--- src/rtl/pdr_pkg.sv ---
package pdr_pkg;
    localparam int PDR_DW      = 16;
    localparam int PDR_AW      = 16;
    localparam int PDR_FULL_AW = 2 * PDR_AW;
    localparam int PDR_MMIO_AW = 11;
    localparam int PDR_CHAN_W  = 2;
    localparam int PDR_REG_W   = 3;
    localparam int PDR_UNIT_W  = 2;

    localparam logic [PDR_REG_W-1:0] REG_DATA = 3'd0;
    localparam logic [PDR_REG_W-1:0] REG_MMIO = 3'd1;
    localparam logic [PDR_REG_W-1:0] REG_PROG = 3'd5;
    localparam logic [PDR_REG_W-1:0] REG_EXT  = 3'd7;

    localparam logic [PDR_UNIT_W-1:0] UNIT_8  = 2'd0;
    localparam logic [PDR_UNIT_W-1:0] UNIT_16 = 2'd1;
    localparam logic [PDR_UNIT_W-1:0] UNIT_32 = 2'd2;

    typedef enum logic [2:0] {
        TGT_NONE = 3'd0,
        TGT_DMEM = 3'd1,
        TGT_MMIO = 3'd2,
        TGT_PMEM = 3'd3,
        TGT_EXT  = 3'd4
    } tgt_e;

    typedef struct packed {
        tgt_e                    tgt;
        logic                    rd;
        logic                    we;
        logic [PDR_FULL_AW-1:0]  addr;
        logic [PDR_DW-1:0]       wdata;
        logic [PDR_UNIT_W-1:0]   size;
    } acc_t;

    function automatic logic unit_legal(input logic [PDR_UNIT_W-1:0] u);
        return (u == UNIT_8) || (u == UNIT_16) || (u == UNIT_32);
    endfunction

    function automatic logic [PDR_DW-1:0] ext_read_shape(
        input logic [PDR_UNIT_W-1:0] u, input logic [PDR_DW-1:0] d);
        return (u == UNIT_8) ? {{(PDR_DW-8){1'b0}}, d[7:0]} : d;
    endfunction
endpackage

--- src/rtl/pdr_decode.sv ---
module pdr_decode
    import pdr_pkg::*;
(
    input  logic                    host_wr,
    input  logic                    host_rd,
    input  logic [PDR_DW-1:0]       host_wdata,
    input  logic [PDR_REG_W-1:0]    region_sel,
    input  logic [PDR_AW-1:0]       low_addr,
    input  logic [PDR_AW-1:0]       chan_hi,
    input  logic [PDR_CHAN_W-1:0]   bm_chan,
    input  logic                    bm_dir,
    input  logic [PDR_UNIT_W-1:0]   bm_unit,
    output acc_t                    acc
);
    logic [PDR_FULL_AW-1:0] full_addr;
    logic                   is_wr;
    logic                   ext_ok;

    assign full_addr = {chan_hi, low_addr};
    assign is_wr     = host_wr;
    assign ext_ok    = (bm_chan == '0) && (bm_dir == is_wr) && unit_legal(bm_unit);

    always_comb begin
        acc = '0;
        acc.tgt = TGT_NONE;
        if (host_wr || host_rd) begin
            acc.rd    = !is_wr;
            acc.we    = is_wr;
            acc.wdata = host_wdata;
            acc.size  = bm_unit;
            unique case (region_sel)
                REG_DATA: begin
                    acc.tgt  = TGT_DMEM;
                    acc.addr = full_addr;
                end
                REG_MMIO: begin
                    acc.tgt  = TGT_MMIO;
                    acc.addr = {{(PDR_FULL_AW-PDR_MMIO_AW){1'b0}}, low_addr[PDR_MMIO_AW-1:0]};
                end
                REG_PROG: begin
                    acc.tgt  = TGT_PMEM;
                    acc.addr = full_addr;
                end
                REG_EXT: begin
                    if (ext_ok) begin
                        acc.tgt  = TGT_EXT;
                        acc.addr = full_addr;
                        if (bm_unit == UNIT_8)
                            acc.wdata = {{(PDR_DW-8){1'b0}}, host_wdata[7:0]};
                    end
                end
                default: acc.tgt = TGT_NONE;
            endcase
        end
    end
endmodule

--- src/rtl/pdr_issue.sv ---
module pdr_issue
    import pdr_pkg::*;
(
    input  logic clk,
    input  logic rst,
    input  acc_t acc_d,
    output acc_t acc_q
);
    always_ff @(posedge clk) begin
        if (rst) begin
            acc_q     <= '0;
            acc_q.tgt <= TGT_NONE;
        end else begin
            acc_q <= acc_d;
        end
    end
endmodule

--- src/rtl/pdr_return.sv ---
module pdr_return
    import pdr_pkg::*;
(
    input  logic              clk,
    input  logic              rst,
    input  acc_t              acc_q,
    input  logic [PDR_DW-1:0] dmem_rdata,
    input  logic [PDR_DW-1:0] mmio_rdata,
    input  logic [PDR_DW-1:0] pmem_rdata,
    input  logic [PDR_DW-1:0] ext_rdata,
    output logic [PDR_DW-1:0] host_rdata
);
    logic [PDR_DW-1:0] sel_data;

    always_comb begin
        unique case (acc_q.tgt)
            TGT_DMEM: sel_data = dmem_rdata;
            TGT_MMIO: sel_data = mmio_rdata;
            TGT_PMEM: sel_data = pmem_rdata;
            TGT_EXT:  sel_data = ext_read_shape(acc_q.size, ext_rdata);
            default:  sel_data = '0;
        endcase
    end

    always_ff @(posedge clk) begin
        if (rst)
            host_rdata <= '0;
        else if (acc_q.rd)
            host_rdata <= sel_data;
    end
endmodule

--- src/rtl/pdr_router.sv ---
module pdr_router
    import pdr_pkg::*;
(
    input  logic                    clk,
    input  logic                    rst,
    input  logic                    host_wr,
    input  logic                    host_rd,
    input  logic [PDR_DW-1:0]       host_wdata,
    output logic [PDR_DW-1:0]       host_rdata,
    input  logic [PDR_REG_W-1:0]    region_sel,
    input  logic [PDR_AW-1:0]       low_addr,
    input  logic [PDR_AW-1:0]       chan_hi,
    input  logic [PDR_CHAN_W-1:0]   bm_chan,
    input  logic                    bm_dir,
    input  logic [PDR_UNIT_W-1:0]   bm_unit,
    output logic                    dmem_req,
    output logic                    dmem_we,
    output logic [PDR_FULL_AW-1:0]  dmem_addr,
    output logic [PDR_DW-1:0]       dmem_wdata,
    input  logic [PDR_DW-1:0]       dmem_rdata,
    output logic                    mmio_req,
    output logic                    mmio_we,
    output logic [PDR_MMIO_AW-1:0]  mmio_addr,
    output logic [PDR_DW-1:0]       mmio_wdata,
    input  logic [PDR_DW-1:0]       mmio_rdata,
    output logic                    pmem_req,
    output logic                    pmem_we,
    output logic [PDR_FULL_AW-1:0]  pmem_addr,
    output logic [PDR_DW-1:0]       pmem_wdata,
    input  logic [PDR_DW-1:0]       pmem_rdata,
    output logic                    ext_req,
    output logic                    ext_we,
    output logic [PDR_FULL_AW-1:0]  ext_addr,
    output logic [PDR_UNIT_W-1:0]   ext_size,
    output logic [PDR_DW-1:0]       ext_wdata,
    input  logic [PDR_DW-1:0]       ext_rdata
);
    acc_t acc_d;
    acc_t acc_q;

    pdr_decode u_decode (
        .host_wr    (host_wr),
        .host_rd    (host_rd),
        .host_wdata (host_wdata),
        .region_sel (region_sel),
        .low_addr   (low_addr),
        .chan_hi    (chan_hi),
        .bm_chan    (bm_chan),
        .bm_dir     (bm_dir),
        .bm_unit    (bm_unit),
        .acc        (acc_d)
    );

    pdr_issue u_issue (
        .clk   (clk),
        .rst   (rst),
        .acc_d (acc_d),
        .acc_q (acc_q)
    );

    pdr_return u_return (
        .clk        (clk),
        .rst        (rst),
        .acc_q      (acc_q),
        .dmem_rdata (dmem_rdata),
        .mmio_rdata (mmio_rdata),
        .pmem_rdata (pmem_rdata),
        .ext_rdata  (ext_rdata),
        .host_rdata (host_rdata)
    );

    // Target port fan-out from the single registered access.
    assign dmem_req   = (acc_q.tgt == TGT_DMEM);
    assign mmio_req   = (acc_q.tgt == TGT_MMIO);
    assign pmem_req   = (acc_q.tgt == TGT_PMEM);
    assign ext_req    = (acc_q.tgt == TGT_EXT);

    assign dmem_we    = acc_q.we;
    assign mmio_we    = acc_q.we;
    assign pmem_we    = acc_q.we;
    assign ext_we     = acc_q.we;

    assign dmem_addr  = acc_q.addr;
    assign pmem_addr  = acc_q.addr;
    assign ext_addr   = acc_q.addr;
    assign mmio_addr  = acc_q.addr[PDR_MMIO_AW-1:0];

    assign dmem_wdata = acc_q.wdata;
    assign mmio_wdata = acc_q.wdata;
    assign pmem_wdata = acc_q.wdata;
    assign ext_wdata  = acc_q.wdata;
    assign ext_size   = acc_q.size;
endmodule

--- config.mk ---
export PLATFORM = sky130hd
export DESIGN_NAME = pdr_router
export DESIGN_NICKNAME = d
export VERILOG_FILES = /design/src/rtl/pdr_pkg.sv /design/src/rtl/pdr_decode.sv /design/src/rtl/pdr_issue.sv /design/src/rtl/pdr_return.sv /design/src/rtl/pdr_router.sv
export SDC_FILE = /design/constraint.sdc
export NUM_CORES = 1
export LEC_CHECK = 0
export BUFFER_PORTS_ARGS = -buffer_cell sky130_fd_sc_hd__buf_2
export CAP_MARGIN = 20
export CORE_AREA = 4 4 123 125
export DETAILED_ROUTE_END_ITERATION = 8
export DIE_AREA = 0 0 127 129
export PLACE_DENSITY = 0.6
export REMOVE_ABC_BUFFERS = 1
export SYNTH_ARGS = -nofsm -noshare
export SYNTH_HDL_FRONTEND = slang
export SYNTH_SLANG_ARGS = --single-unit
export TNS_END_PERCENT = 30
--- constraint.sdc ---
create_clock -name clk -period 1.7 [get_ports clk]
set_input_delay 0 -clock clk [delete_from_list [all_inputs] [get_ports clk]]
set_output_delay 0 -clock clk [all_outputs]
set_load 0.01 [all_outputs]
# == After elaboration in Yosys (flattened, before gate mapping) ==
# Cells that the tools add are included.
# word_totals
regBits,71
input_bits,124
output_inout_bits,197
word_cells,38
# classes
n_eq_ne,10
muxes,8
n_bitwise,1
reduce_logical,12
# op_table
op,n
one-hot mux 32 bit (3 select lines),1
one-hot mux 16 bit (4 select lines),1
2-to-1 mux 16 bit,3
2-to-1 mux 48 bit,1
one-hot mux 3 bit (4 select lines),1
equality test 3 bit (second input constant),3
equality test 3 x 1 -> 1 bit (second input constant),2
equality test 3 x 2 -> 1 bit (second input constant),2
zero test 2 bit,3
OR reduction 2 bit,2
zero test 3 bit,1
logical OR 1 bit,3
2-to-1 mux 3 bit,1
equality test 2 x 1 -> 1 bit (second input constant),1
equality test 2 bit (second input constant),1
logical AND 1 bit,2
equality test 1 bit,1
zero test 1 bit,1
NOT 1 bit,1

# == Logic depth before layout (Yosys ltp) ==
# depth
ltp_word,6
mapped_depth,6
depth_no_buf,4

# == Hierarchy ==
# From an unflattened synthesis, not the netlist that was laid out.
# hier_totals
hier_cells,467
area_unflattened_um2,4463.0
# modules_own_cells
mod,instances,cells_per_inst,area_each_um2,seq_area_each_um2
pdr_issue,1,116,1602.8,1101.1
pdr_return,1,147,1286.2,320.3
pdr_router,1,130,978.4,0.0
pdr_decode,1,74,595.6,0.0

# == Worst setup path after synthesis ==
# OpenSTA, ideal clock, no wires.
# synth_timing
kind,register to register
startpoint,"register, netlist name u_issue.acc_q[53]"
endpoint,register u_return.host_rdata[6]
setup_ns,0.089
arrival_ns,1.252
t_required_ns,1.611
path_slack_ns,0.359
path_stages_with_launch,6
path_buffers,1
period_less_slack_ns,1.341
path_cell_list,dfxtp_1 > nor3b_2 > o21ai_4 > or2_1 > buf_6 > o32ai_2
# synth_via
elab_chain_len,2
word_cells_on_any_way,5
classes_between,4 x eq/ne; 1 x mux
# synth_rtl
element,line,text
equality test 3 bit (tied with other cells),pdr_return.sv:16,unique case (acc_q.tgt)
one-hot mux 16 bit (4 select lines) (*),pdr_return.sv:16,
"end signal, assigned",pdr_return.sv:29,host_rdata <= sel_data;
"end, declared",pdr_return.sv:11,output logic [PDR_DW-1:0] host_rdata
# Mark *: on every way between the ends. The rest lies on a longest branch, timed or not.
# A chain may end at the register's enable or synchronous reset.

# == Worst setup path in the final report ==
# layout_timing
startpoint,"register, netlist name u_issue.acc_q[54]"
endpoint,register u_return.host_rdata[3]
# layout_via
elab_chain_len,2
word_cells_on_any_way,5
classes_between,4 x eq/ne; 1 x mux
# layout_rtl
element,line
equality test 3 bit (tied with other cells),pdr_return.sv:16
one-hot mux 16 bit (4 select lines) (*),pdr_return.sv:16
# Marks and branches as above.

==> summary.md <==
| Metric | Value |
|---|---|
| Status | `complete, no violations` |
| Dominant synthesized flop cell | `dfxtp_1` |
| CTS Root Cell | `clkbuf_16` |
| Area of placed instances | `0.00459 mm^2` |
| Largest stage delay, worst path | `0.39 ns` |
| Cells after Synth | `436` |
| GRT met1 Usage | `0.152` |
| Async SR Flop Fraction | `0` |
| Max-Cap Viols | `0` |
| Area leader, netlist | `dfxtp_1` |
| Power Density | `762 mW/mm^2` |
| Core Rows | `43` |
| # DRC | `0` |
| Final hold violation count | `0` |
| Clock network power share | `0.425` |
| Max Slew Vio Count | `0` |
| Syn-to-layout area delta | `33.7%` |
| Crit path DAT | `1.72 ns` |
| Worst skew pair latency | `0.33 ns` |
| RSZ-0062 raised after global routing | `false` |
| Vias in the first global route | `3292` |
| Crit. End Element | `flip-flop` |
| CTS Buf Count | `9` |
| Minimum clock period | `1.52 ns` |
| Area of the multi-input gates | `0.00123 mm^2` |
| Overflow after GRT | `0` |
| Mapped Avg Cell Area | `9.41 um^2` |
| Setup violators final | `0` |
| Flops & latches, synth | `71` |
| Tightest Pin Transition | `0.676 ns` |
| Setup bufs post-CTS | `0` |
| Top Usage Layer GRT | `met2` |
| Finished Cell Area | `0.00548 mm^2` |
| Synth Warn # | `0` |
| Reg clk slew, reported paths | `0.06 ns` |
| Post-synth EDFFs | `0` |
| Cts hold-fix bufs | `61` |
| Top-area cell type share of the netlist area | `0.346` |
| Synthesized area | `0.00410 mm^2` |
| FF/Latch Area | `0.00142 mm^2` |
| Initial Util | `0.296` |
| Highest-delay cell along the critical path | `or2_1` |
| Buf+Inv Stages, Crit Path | `1` |
| Post_cts resized | `0` |
| Net Sw Power | `0.00111 W` |
| Antenna cell count | `0` |
| Avg WL per Cell | `14.4 um` |
| Logic pwr share | `0.155` |
| Final Skew | `0.00542 ns` |
| Met2 Usage GRT | `0.249` |
| Max clock buf depth | `2` |
| Fmax | `0.657 GHz` |
| Die Ht | `129 um` |
| Routed Antenna Nets | `0` |
| Leakage | `2.87 nW` |
| Die area | `0.0164 mm^2` |
| Top cells by count, synth | `177 x buf_4, 71 x dfxtp_1, 52 x and2_1` |
| CP cell instances | `buf_4, o21ba_1, o21ai_4, or2_1, o32ai_2` |
| Worst Path Required | `1.90 ns` |
| WL final | `12000 um` |
| Via-to-Cell Ratio | `4.07` |
| Clock sink count | `71` |
| Largest net degree at the start of global routing | `22` |
| Worst setup SP type | `flip-flop` |
| Peak VDD IR | `373 uV` |
| Top-count cell post-synth | `buf_4` |
| HP Class | `input port to flip-flop` |
| Slew HR | `0.547` |
| Synth area leaders | `dfxtp_1 35%, buf_4 32%, and2_1 7.9%, o32ai_2 3.2%, a221oi_2 2.9%` |
| Sequential share of power | `0.420` |
| Nets@finish | `770` |
| Sequential share of the synthesized area | `0.346` |
| CTS tree | `done` |
| Met3 Track Usage GR | `0.0382` |
| Io pins | `321` |
| Tot Pwr | `0.00418 W` |
| Vias | `3380` |
| 1st-iter DRT viols | `71` |
| Initial antenna violation count | `0` |
| # fillers | `1420` |
| Worst setup path category | `flip-flop to flip-flop` |
| H-tree depth | `3` |
| GRT Overall Usage | `0.136` |
| Synth unique cells | `34` |
| Global-route wire length before repair | `17400 um` |
| CP max FO | `10` |
| Detailed Place HPWL | `9550 um` |
| Core area | `0.0139 mm^2` |
| Sw Ratio | `0.265` |
| Iteration count of the initial detailed-routing pass | `4` |
| # port buffers | `320` |
| Share of layout cells above drive strength 1 | `0.565` |
| Int Pwr | `0.00307 W` |
| Crit path max-delay family | `compound AO/OA/AOI/OAI gates` |
| Die X | `127 um` |
| Crit share post-route | `0.896` |
| GP Congestion | `0.731` |
| Final core occ | `0.395` |
[cell families after synthesis]
| logic type | Yosys count | synth area share |
|---|---|---|
| buffers and inverters | 201 | 0.353 |
| AND/OR/NAND/NOR | 90 | 0.132 |
| flip-flops | 71 | 0.346 |
| AO/OA/AOI/OAI | 65 | 0.147 |
| multiplexers | 8 | 0.0195 |
| XOR/XNOR | 1 | 0.00214 |
[path summary, 6_finish.rpt]
check	start	to	slack (ns)	cells past startpoint
worst max register to register	u_issue.acc_q[54]$_SDFF_PP0_	u_return.host_rdata[3]$_SDFFE_PP0P_	0.18	5
worst min-delay path	ext_rdata[6]	u_return.host_rdata[6]$_SDFFE_PP0P_	0.02	4
worst max-delay path	u_issue.acc_q[54]$_SDFF_PP0_	u_return.host_rdata[3]$_SDFFE_PP0P_	0.18	5
worst min register to register	u_return.host_rdata[2]$_SDFFE_PP0P_	u_return.host_rdata[2]$_SDFFE_PP0P_	0.49	2
[through the flow]
step	worst slack, ns	hold slack (ns)	cells	setup TNS, ns
global placement	0.192	0.199	754	0
global route	0.0273	0.0304	831	0
finish	0.177	0.0156	831	0
detailed placement	0.172	0.203	754	0
floorplan	-0.323	0.0662	243	-4.49
CTS	0.154	0.00335	831	0
[area by class of cell]
class / count / area share
repair buffers: 392 / 0.418
flip-flops and latches: 71 / 0.259
multi-input cells: 164 / 0.225
clock buffers: 9 / 0.0411
well taps: 180 / 0.0411
clock inverters: 7 / 0.00981
inverters: 8 / 0.00548
[power groups by stage]
stage	registers, W	clock network [W]	logic [W]
3_5_place_dp	0.00179	0	0.000545
2_1_floorplan	0.00187	0	0.000107
4_1_cts	0.00175	0.00185	0.000655
3_3_place_gp	0.00179	0	0.000543
5_1_grt	0.00176	0.00191	0.000704
6_report	0.00175	0.00178	0.000648
[tightest hold or removal path: cells and delay by family]
family,cells,cell delay (ns)
buffers and inverters,1,0.08
AO/OA/AOI/OAI,3,0.23
[routing by layer]
layer / vias up / part of all wire
met4: 0 / 0.0090
met5: - / 0
met2: 176 / 0.52
li1: 1678 / -
met3: 7 / 0.086
met1: 1519 / 0.38
[registers in the layout (all words and copies together) (netlist names)]
name / flops
u_issue.acc_q: 55
u_return.host_rdata: 16
[placed cells by master (no fill, tap or decap), types with 4 or more instances in the layout]
cell type      netlist  layout
a221oi_2             8       8
o21ai_0              7       7
inv_1                8       8
o32ai_2              8       8
buf_4              177      11
clkbuf_16            0       9
dfxtp_1             71      71
a32oi_1              8       8
and2_1              52      52
o21a_1               8       8
nor2b_1              4       4
nor2_1               5       5
mux2i_1              8       8
nand2b_1            10      10
buf_2               11     320
a22oi_1              8       8
a21oi_1             10      10
nand2_1             10      10
dlygate4sd3_1        0      61
No activity file was read; power rests on OpenSTA's default activity.
